===== src/rtl/sa_cache_pkg.sv =====
package sa_cache_pkg;
  typedef enum logic [1:0] {
    ST_IDLE,
    ST_EVICT,
    ST_FILL,
    ST_THRU
  } cache_state_e;
endpackage


===== src/rtl/sa_cache_lookup.sv =====
module sa_cache_lookup #(
  parameter int unsigned TAG_W = 28,
  parameter int unsigned WAYS  = 4,
  localparam int unsigned WAY_W = (WAYS > 1) ? $clog2(WAYS) : 1
) (
  input  logic [WAYS-1:0][TAG_W-1:0] tags_i,
  input  logic [WAYS-1:0]            valid_i,
  input  logic [TAG_W-1:0]           tag_i,
  output logic                       hit_o,
  output logic [WAY_W-1:0]           way_o
);
  logic [WAYS-1:0] match;

  for (genvar w = 0; w < WAYS; w++) begin : g_cmp
    assign match[w] = valid_i[w] && (tags_i[w] == tag_i);
  end

  always_comb begin
    way_o = '0;
    for (int w = WAYS - 1; w >= 0; w--) begin
      if (match[w]) way_o = WAY_W'(w);
    end
  end

  assign hit_o = |match;
endmodule


===== src/rtl/sa_cache_lru.sv =====
module sa_cache_lru #(
  parameter int unsigned WAYS = 4,
  parameter int unsigned SETS = 4,
  localparam int unsigned WAY_W = (WAYS > 1) ? $clog2(WAYS) : 1,
  localparam int unsigned SET_W = $clog2(SETS)
) (
  input  logic             clk_i,
  input  logic             rst_ni,
  input  logic             touch_i,
  input  logic [SET_W-1:0] set_i,
  input  logic [WAY_W-1:0] touch_way_i,
  input  logic [WAYS-1:0]  valid_i,
  output logic [WAY_W-1:0] victim_o
);
  // age 0 = most recent, WAYS-1 = oldest; ages of a set stay a permutation
  logic [WAY_W-1:0] age_q [SETS][WAYS];
  logic [WAY_W-1:0] old_age;

  assign old_age = age_q[set_i][touch_way_i];

  always_ff @(posedge clk_i or negedge rst_ni) begin
    if (!rst_ni) begin
      for (int s = 0; s < SETS; s++)
        for (int w = 0; w < WAYS; w++)
          age_q[s][w] <= WAY_W'(w);
    end else if (touch_i) begin
      for (int w = 0; w < WAYS; w++) begin
        if (WAY_W'(w) == touch_way_i)
          age_q[set_i][w] <= '0;
        else if (age_q[set_i][w] < old_age)
          age_q[set_i][w] <= age_q[set_i][w] + 1'b1;
      end
    end
  end

  always_comb begin
    logic found;
    found    = 1'b0;
    victim_o = '0;
    for (int w = 0; w < WAYS; w++) begin
      if (!valid_i[w] && !found) begin
        victim_o = WAY_W'(w);
        found    = 1'b1;
      end
    end
    if (!found) begin
      for (int w = 0; w < WAYS; w++) begin
        if (age_q[set_i][w] == WAY_W'(WAYS - 1)) victim_o = WAY_W'(w);
      end
    end
  end
endmodule


===== src/rtl/sa_cache_store.sv =====
module sa_cache_store #(
  parameter int unsigned TAG_W  = 28,
  parameter int unsigned DATA_W = 32,
  parameter int unsigned WAYS   = 4,
  parameter int unsigned SETS   = 4,
  parameter int unsigned WORDS  = 4,
  localparam int unsigned WAY_W = (WAYS > 1) ? $clog2(WAYS) : 1,
  localparam int unsigned SET_W = $clog2(SETS),
  localparam int unsigned OFF_W = $clog2(WORDS)
) (
  input  logic                       clk_i,
  input  logic                       rst_ni,
  input  logic [SET_W-1:0]           set_i,
  output logic [WAYS-1:0][TAG_W-1:0] tags_o,
  output logic [WAYS-1:0]            valid_o,
  output logic [WAYS-1:0]            dirty_o,
  input  logic [WAY_W-1:0]           rd_way_i,
  input  logic [OFF_W-1:0]           rd_off_i,
  output logic [DATA_W-1:0]          rd_data_o,
  input  logic                       wr_en_i,
  input  logic                       dirty_en_i,
  input  logic [WAY_W-1:0]           wr_way_i,
  input  logic [OFF_W-1:0]           wr_off_i,
  input  logic [DATA_W-1:0]          wr_data_i,
  input  logic                       tag_en_i,
  input  logic [WAY_W-1:0]           tag_way_i,
  input  logic [TAG_W-1:0]           tag_i
);
  logic [TAG_W-1:0]  tag_q   [SETS][WAYS];
  logic [DATA_W-1:0] data_q  [SETS][WAYS][WORDS];
  logic [WAYS-1:0]   valid_q [SETS];
  logic [WAYS-1:0]   dirty_q [SETS];

  for (genvar w = 0; w < WAYS; w++) begin : g_rd
    assign tags_o[w] = tag_q[set_i][w];
  end
  assign valid_o   = valid_q[set_i];
  assign dirty_o   = dirty_q[set_i];
  assign rd_data_o = data_q[set_i][rd_way_i][rd_off_i];

  always_ff @(posedge clk_i or negedge rst_ni) begin
    if (!rst_ni) begin
      for (int s = 0; s < SETS; s++) begin
        valid_q[s] <= '0;
        dirty_q[s] <= '0;
      end
    end else begin
      if (tag_en_i) begin
        valid_q[set_i][tag_way_i] <= 1'b1;
        dirty_q[set_i][tag_way_i] <= 1'b0;
      end else if (dirty_en_i) begin
        dirty_q[set_i][wr_way_i] <= 1'b1;
      end
    end
  end

  always_ff @(posedge clk_i) begin
    if (wr_en_i)  data_q[set_i][wr_way_i][wr_off_i] <= wr_data_i;
    if (tag_en_i) tag_q[set_i][tag_way_i] <= tag_i;
  end
endmodule


===== src/rtl/sa_cache.sv =====
module sa_cache
  import sa_cache_pkg::*;
#(
  parameter int unsigned ADDR_W     = 32,
  parameter int unsigned DATA_W     = 32,
  parameter int unsigned WAYS       = 4,
  parameter int unsigned SETS       = 4,
  parameter int unsigned WORDS      = 4,
  parameter bit          WRITE_BACK = 1'b1
) (
  input  logic              clk_i,
  input  logic              rst_ni,
  input  logic              cpu_valid_i,
  input  logic              cpu_we_i,
  input  logic [ADDR_W-1:0] cpu_addr_i,
  input  logic [DATA_W-1:0] cpu_wdata_i,
  output logic              cpu_ready_o,
  output logic [DATA_W-1:0] cpu_rdata_o,
  output logic              mem_req_o,
  output logic              mem_we_o,
  output logic [ADDR_W-1:0] mem_addr_o,
  output logic [DATA_W-1:0] mem_wdata_o,
  input  logic              mem_ack_i,
  input  logic [DATA_W-1:0] mem_rdata_i
);
  localparam int unsigned WAY_W   = (WAYS > 1) ? $clog2(WAYS) : 1;
  localparam int unsigned SET_W   = $clog2(SETS);
  localparam int unsigned OFF_W   = $clog2(WORDS);
  localparam int unsigned TAG_LSB = OFF_W + SET_W;
  localparam int unsigned TAG_W   = ADDR_W - TAG_LSB;

  logic [OFF_W-1:0] off;
  logic [SET_W-1:0] set;
  logic [TAG_W-1:0] tag;
  assign off = cpu_addr_i[OFF_W-1:0];
  assign set = cpu_addr_i[TAG_LSB-1:OFF_W];
  assign tag = cpu_addr_i[ADDR_W-1:TAG_LSB];

  cache_state_e     state_q, state_d;
  logic [OFF_W-1:0] cnt_q;
  logic [WAY_W-1:0] vic_q;
  logic             last_w;

  logic [WAYS-1:0][TAG_W-1:0] tags;
  logic [WAYS-1:0]  valid, dirty;
  logic             hit;
  logic [WAY_W-1:0] hit_way, victim, rd_way, d_way;
  logic [OFF_W-1:0] rd_off, d_off;
  logic [DATA_W-1:0] rd_data, d_wdata;
  logic             d_we, dirty_we, t_we, touch;

  assign last_w = (cnt_q == OFF_W'(WORDS - 1));
  assign rd_way = (state_q == ST_EVICT) ? vic_q : hit_way;
  assign rd_off = (state_q == ST_EVICT) ? cnt_q : off;
  assign cpu_rdata_o = rd_data;

  sa_cache_store #(
    .TAG_W(TAG_W), .DATA_W(DATA_W), .WAYS(WAYS), .SETS(SETS), .WORDS(WORDS)
  ) u_store (
    .clk_i      (clk_i),
    .rst_ni     (rst_ni),
    .set_i      (set),
    .tags_o     (tags),
    .valid_o    (valid),
    .dirty_o    (dirty),
    .rd_way_i   (rd_way),
    .rd_off_i   (rd_off),
    .rd_data_o  (rd_data),
    .wr_en_i    (d_we),
    .dirty_en_i (dirty_we),
    .wr_way_i   (d_way),
    .wr_off_i   (d_off),
    .wr_data_i  (d_wdata),
    .tag_en_i   (t_we),
    .tag_way_i  (vic_q),
    .tag_i      (tag)
  );

  sa_cache_lookup #(.TAG_W(TAG_W), .WAYS(WAYS)) u_lookup (
    .tags_i  (tags),
    .valid_i (valid),
    .tag_i   (tag),
    .hit_o   (hit),
    .way_o   (hit_way)
  );

  sa_cache_lru #(.WAYS(WAYS), .SETS(SETS)) u_lru (
    .clk_i       (clk_i),
    .rst_ni      (rst_ni),
    .touch_i     (touch),
    .set_i       (set),
    .touch_way_i (hit_way),
    .valid_i     (valid),
    .victim_o    (victim)
  );

  always_comb begin
    state_d     = state_q;
    cpu_ready_o = 1'b0;
    mem_req_o   = 1'b0;
    mem_we_o    = 1'b0;
    mem_addr_o  = '0;
    mem_wdata_o = '0;
    d_we        = 1'b0;
    dirty_we    = 1'b0;
    d_way       = hit_way;
    d_off       = off;
    d_wdata     = cpu_wdata_i;
    t_we        = 1'b0;
    touch       = 1'b0;
    unique case (state_q)
      ST_IDLE: begin
        if (cpu_valid_i) begin
          if (cpu_we_i && !WRITE_BACK) begin
            state_d = ST_THRU;
          end else if (hit) begin
            cpu_ready_o = 1'b1;
            touch       = 1'b1;
            d_we        = cpu_we_i;
            dirty_we    = cpu_we_i && WRITE_BACK;
          end else if (WRITE_BACK && valid[victim] && dirty[victim]) begin
            state_d = ST_EVICT;
          end else begin
            state_d = ST_FILL;
          end
        end
      end
      ST_EVICT: begin
        mem_req_o   = 1'b1;
        mem_we_o    = 1'b1;
        mem_addr_o  = {tags[vic_q], set, cnt_q};
        mem_wdata_o = rd_data;
        if (mem_ack_i && last_w) state_d = ST_FILL;
      end
      ST_FILL: begin
        mem_req_o  = 1'b1;
        mem_addr_o = {tag, set, cnt_q};
        if (mem_ack_i) begin
          d_we    = 1'b1;
          d_way   = vic_q;
          d_off   = cnt_q;
          d_wdata = mem_rdata_i;
          if (last_w) begin
            t_we    = 1'b1;
            state_d = ST_IDLE;
          end
        end
      end
      ST_THRU: begin
        mem_req_o   = 1'b1;
        mem_we_o    = 1'b1;
        mem_addr_o  = cpu_addr_i;
        mem_wdata_o = cpu_wdata_i;
        if (mem_ack_i) begin
          cpu_ready_o = 1'b1;
          d_we        = hit;
          touch       = hit;
          state_d     = ST_IDLE;
        end
      end
      default: state_d = ST_IDLE;
    endcase
  end

  always_ff @(posedge clk_i or negedge rst_ni) begin
    if (!rst_ni) begin
      state_q <= ST_IDLE;
      cnt_q   <= '0;
      vic_q   <= '0;
    end else begin
      state_q <= state_d;
      if (state_q == ST_IDLE) begin
        vic_q <= victim;
        cnt_q <= '0;
      end else if (mem_ack_i && (state_q == ST_EVICT || state_q == ST_FILL)) begin
        cnt_q <= cnt_q + 1'b1;
      end
    end
  end
endmodule


===== config.mk =====
export PLATFORM = sky130hd
export DESIGN_NAME = sa_cache
export DESIGN_NICKNAME = d
export VERILOG_FILES = /design/src/rtl/sa_cache_pkg.sv /design/src/rtl/sa_cache_lookup.sv /design/src/rtl/sa_cache_lru.sv /design/src/rtl/sa_cache_store.sv /design/src/rtl/sa_cache.sv
export SDC_FILE = /design/constraint.sdc
export NUM_CORES = 2
export LEC_CHECK = 0
export BUFFER_PORTS_ARGS = -buffer_cell sky130_fd_sc_hd__buf_2
export CORE_MARGIN = 5
export CORE_UTILIZATION = 31
export DETAILED_ROUTE_END_ITERATION = 10
export PLACE_DENSITY_LB_ADDON = 0.05
export SLEW_MARGIN = 20
export SYNTH_ARGS = -nofsm -noshare
export SYNTH_HDL_FRONTEND = slang
export SYNTH_SLANG_ARGS = --single-unit

===== constraint.sdc =====
create_clock -name clk_i -period 10.2 [get_ports clk_i]
set_clock_uncertainty 0.1 [all_clocks]
set_input_delay 0 -clock clk_i [delete_from_list [all_inputs] [get_ports clk_i]]
set_output_delay 0 -clock clk_i [all_outputs]
set_load 0.005 [all_outputs]

; Yosys cells after proc, flatten, opt, wreduce, memory -nomap -nowiden
; Memories as Yosys holds them, arrays and structs flattened.
; Cells that the tools add are included.
[op_classes]
n_addsub = 5
n_lt_le_gt_ge = 20
eq_ne = 21
mux = 118
bitwise_logic = 19
n_reduce_logical = 30
[op_table]
columns = operator, count
row1 = 32-bit 2-to-1 mux, 16
row2 = 512-bit 2-to-1 mux, 1
row3 = 128-bit 2-to-1 mux, 3
row4 = 128-bit binary-select mux with 2-bit select, 1
row5 = 128-bit demux with 2-bit select, 1
row6 = 32-bit AND, 4
row7 = 32-bit bitwise mux, 4
row8 = 32-bit NOT, 4
row9 = 28-bit == test, 4
row10 = 112-bit 2-to-1 mux, 1
row11 = 32-bit one-hot mux with 3 select lines, 1
row12 = 32-bit binary-select mux with 2-bit select, 1
row13 = 32-bit demux with 2-bit select, 1
row14 = 8-bit demux with 2-bit select, 4
row15 = 32-bit one-hot mux with 2 select lines, 1
row16 = 2-bit 2-to-1 mux, 29
row17 = 28-bit binary-select mux with 2-bit select, 1
row18 = 28-bit demux with 2-bit select, 1
row19 = 28-bit 2-to-1 mux, 2
row20 = 16-bit 2-to-1 mux, 2
row21 = 16-bit bitwise OR, 2
row22 = 4-bit 2-to-1 mux, 7
row23 = 8-bit 2-to-1 mux, 3
row24 = 1-bit 2-to-1 mux, 23
row25 = 34 further kinds, 96
[word_totals]
register_bits = 70
mem_bits_rw = 2496
input_bits = 101
word_cells = 242
mem_count = 2
[memory_table]
columns = name, words, word_bits, read_ports, rd_ports_with_merged_regs, write_ports, line
row1 = u_store.data_q, 4, 512, 1, 0, 1, sa_cache_store.sv:30  ; logic [DATA_W-1:0] data_q [SETS][WAYS][WORDS];
row2 = u_store.tag_q, 4, 112, 1, 0, 1, sa_cache_store.sv:29  ; logic [TAG_W-1:0] tag_q [SETS][WAYS];

; Longest topological paths before layout
[depth]
ltp_word = 28
ltp_mapped = 21

; Hierarchy
; A second synthesis with hierarchy kept.
[unflattened]
cells_unflattened = 4970
hier_area_um2 = 102414.5
[by_module_without_submodules]
columns = mod, n_inst, cells_per_inst, area_each_um2, seq_area_each_um2
row1 = sa_cache_store, 1, 4289, 96063.4, 75752.7
row2 = sa_cache, 1, 274, 2487.4, 150.1
row3 = sa_cache_lru, 1, 235, 2484.9, 820.8
row4 = sa_cache_lookup, 1, 172, 1378.8, 0.0

; Worst setup path after synthesis
; OpenSTA, ideal clock, no wires.
[synth_timing]
path_type = input -> register
from = input cpu_addr_i[3]
to = memory u_store.data_q[3][288] (netlist bit), enable pin
t_arrival_ps = 4928
setup_slack_ps = 4751
path_stages = 16
n_path_buf = 5
path_cell_list = buf_4 > buf_4 > buf_2 > buf_2 > buf_2 > mux2i_1 > xnor2_1 > nor4_1 > nor2_1 > or4_1 > o22ai_1 > nand2b_1 > a21oi_1 > or3_1 > or3b_1 > nor2_1
[synth_via]
elab_chain_len = 17
word_cells_on_any_way = 32
classes_between = order compare (2) / eq/ne (4) / mux (17) / bitwise (2) / reduce/logical (6) / memory (1)
[synth_rtl]
columns = item, line
row1 = from (decl), sa_cache.sv:15  ; input logic [ADDR_W-1:0] cpu_addr_i,
row2 = "parallel branches: the longest is 17 deep, another holds memory 4 x 112 bit", n/a
row3 = to (decl), sa_cache_store.sv:30
; Several ways; the timed one is not identified. The select of a mux whose other input is x is not followed.

; Final worst setup path
[layout_timing]
from = input cpu_addr_i[3]
to = output cpu_rdata_o[3]
[layout_via]
elab_chain_len = 17
word_cells_on_any_way = 26
classes_between = eq/ne (4) / mux (14) / bitwise (2) / reduce/logical (4) / memory (2)
[layout_rtl]
columns = item, line
row1 = "parallel branches: the longest is 11 deep, another holds memory 4 x 112 bit", n/a
row2 = 128-bit binary-select mux with 2-bit select (*), sa_cache_store.sv:39  ; assign rd_data_o = data_q[set_i][rd_way_i][rd_off_i];
row3 = 128-bit 2-to-1 mux (not written as such) (*) (2 in a row), sa_cache_store.sv:39
row4 = 32-bit binary-select mux with 2-bit select (*), sa_cache_store.sv:39
row5 = 32-bit 2-to-1 mux (not written as such) (*) (2 in a row), sa_cache_store.sv:39
row6 = to (decl), sa_cache.sv:18  ; output logic [DATA_W-1:0] cpu_rdata_o,
; Every way passes the cells marked *. The select of a mux whose other input is x is not followed.

==> key figures <==
Logic synthesis
  – Post-synth cell types: 88
  – #FFs+latches synth: 2566
  – Synthesized net count: 5235
  – Post-synth ARST share: 0.0273
  – Synth Cell Area: 104000 sq um
  – Synth Area per Inst: ~20 sq um
  – Synth area leader: edfxtp_1
  – Area contributors post-synth: edfxtp_1 72%, mux4_2 14%, mux2i_1 3.5%
  – Gate count after technology mapping: 5122
  – EDFF count, synth: 2496
  – Post-synth top area share: 0.721
  – Register area share after synthesis: 0.738
  – Main synth FF type: edfxtp_1
  – Synth warn: 0

Clocking
  – Postcts setup bufs: 0
  – Worst skew pair latency: around 0.89 ns
  – Clock-pin slew on the worst setup and hold paths: about 0.060 ns
  – H-tree depth: 5
  – CTS tree: yes
  – TritonCTS Sinks: 2566
  – Clock buffer depth: 4
  – CTS Root Buffer Type: clkbuf_16
  – TritonCTS buffer count: slightly above 300

Timing
  – Worst-Margin Slew: around 1.1 ns
  – Tcrit/Tclk final: 0.734
  – Final hold vios: 0
  – Final critical-path required period: 7.49 ns
  – Fmax: 134 MHz
  – Final-report max-slew violation count: 0
  – Rel. slew slack: 0.241
  – Final setup TNS: 0 ns
  – Final setup viols: 0
  – RSZ-0062 raised after global routing: no

Placed design
  – Post-DP HPWL: 216000 microns
  – Port bufs: 199
  – GP Congestion: 0.845
  – Cell Area, Placed: approximately 110000 sq um

Setup path
  – Kind of critical path: primary input to output pin
  – CP max FO: 85
  – Crit. End Element: output pin
  – Worst path arrival time: 7.39 ns
  – CP Launch Type: primary input
  – CP required: 10.10 ns

Global routing
  – GR Util All Layers: 0.199
  – Initial antenna violation count: 26
  – Congestion Overflow GR: 0
  – Wire length of the first global-routing pass: 485000 microns
  – Vias in the first global route: 56400
  – Largest net degree at the start of global routing: ~110

Floorplanning
  – Site Rows: between 200 and 250
  – Die X: around 590 microns
  – Core area: approximately 330000 sq um
  – Die Span Y: about 590 microns
  – Initial Util: 0.312
  – Io pins: 200
  – Total Die Area: roughly 350000 sq um

Layout
  – Nets: 5757
  – Fin area: 122000 sq um
  – Synth-to-Final Area Change: 17.6%
  – Most common cell after layout, fill and taps aside: edfxtp_1
  – Share of cells above drive strength 1: 0.283
  – Util after Layout: 0.366
  – Commonest non-fill, non-tap cells in the layout: 2496 x edfxtp_1, 631 x mux4_2, 362 x mux2i_1

Pwr
  – Leak: 0.0390 uW
  – PD cells: 205 nW/um^2
  – Worst IR Drop VDD: 0.151 mV
  – Total chip power: around 25000 uW

Drt
  – Via count of the routed design: 54000
  – DR WL/cell: ~34 microns
  – Initial drt markers: approximately 4600
  – Detail Route Antenna Nets: 0
  – DRT Wirelength: 354000 microns
  – DRC: 0
  – Routed vias/inst: 5.25
  – First drt pass iteration count: 5

Job
  – Max-cap violations: 0

Outcome
  – Status: complete, no violations

Hold path
  – Hold crit path type: primary input to flop
==> power breakdown <==
group	switching (uW)	leakage [uW]	internal (uW)
clock network	4410	0.00458	6020
logic	1850	0.0110	592
registers	23.1	0.0234	12200
total	6290	0.0390	18800
==> critical path, stage by stage <==
cell and delay [ns]:
dlygate4sd3_1 0.56, buf_8 0.59, buf_4 0.54, mux2_2 0.43
a222oi_1 0.23, a31oi_1 0.14, or4b_1 0.51, or3_1 0.48
o21ai_1 0.39, a31o_4 0.71, buf_12 0.47, mux2i_1 0.32
a22oi_1 0.80, nand2_1 0.11, a21oi_1 0.38, buf_2 0.20
==> sequential cells by signal, summed over array words and instances (netlist names) <==
name	flops
state_q	2
u_lru.age_q	32
cnt_q	2
u_store.tag_q	448
u_store.valid_q	16
u_store.dirty_q	16
u_store.data_q	2048
vic_q	2
==> metal layers <==
metal	up-vias	GRT usage	wire (microns)
met1	29600	0.277	156000
met5	-	0	0
met3	443	0.0230	14200
li1	22500	-	-
met4	0	0.0645	13100
met2	1421	0.328	170000
==> path summary, 6_finish.rpt <==
kind | from | endpoint | slack [ns] | depth (start not counted)
worst min register to register | u_store.valid_q[13] | u_store.valid_q[13] | 0.36 | 1
worst min-delay path | mem_rdata_i[31] | u_store.data_q[2][127] | 0.05 | 3
worst max register to register | u_store.tag_q[2][49] | u_store.data_q[3][152] | 3.73 | 12
worst max-delay path | cpu_addr_i[3] | cpu_rdata_o[3] | 2.71 | 16
max in group asynchronous | rst_ni | vic_q[1] | 9.25 | 4
min in group asynchronous | rst_ni | state_q[1] | 0.16 | 4
==> synth_stat cells (37+ instances only) <==
cell      instances
a21oi_1          53
mux4_2          631
clkbuf_1        195
o21ai_0         110
xnor2_1          82
o21ai_1          43
dfrtp_1          54
mux2i_1         364
a22oi_1          63
o221ai_1         37
nand2_1         213
edfxtp_1       2496
buf_2            57
nor2_1          158
==> through the flow <==
| step | hold slack [ns] | setup WS, ns | cells |
|---|---|---|---|
| 6_report | 0.0488 | 2.71 | 10300 |
| 4_1_cts | 0.00692 | 2.75 | 10300 |
| 2_1_floorplan | -0.396 | 4.75 | 5122 |
| 5_1_grt | 0.0669 | 2.51 | 10300 |
| 3_3_place_gp | -0.0907 | 2.58 | 9601 |
| 3_5_place_dp | -0.0936 | 2.67 | 9603 |
==> area by class of cell <==
class | count | area, sq um
diodes | 16 | 40.0
clock buffers | 374 | 8070
clock inverters | 167 | 1300
fillers | 30800 | 211000
inverters | 26 | 97.6
multi-input cells | 2228 | 26600
flip-flops and latches | 2566 | 76700
well taps | 4387 | 5490
repair buffers | 520 | 3880
==> kinds of logic (layout without fill, tap and decap cells) <==
family	after synthesis	after routing	synth area share
simple gates	577	577	0.0267
other cells	0	16	0
xor+xnor	91	91	0.00781
fa+ha+maj	14	14	0.00166
compound gates	512	512	0.0340
buf+inv	328	1087	0.0140
flops	2566	2566	0.738
mux	1034	1034	0.178
==> repair_timing <==
action | in CTS | in global routing
hold buffers | 122 | 0
gates resized for setup | 0 | 0
endpoints found under the hold margin | 2404 | 0
(Power assumes the default switching activity.)
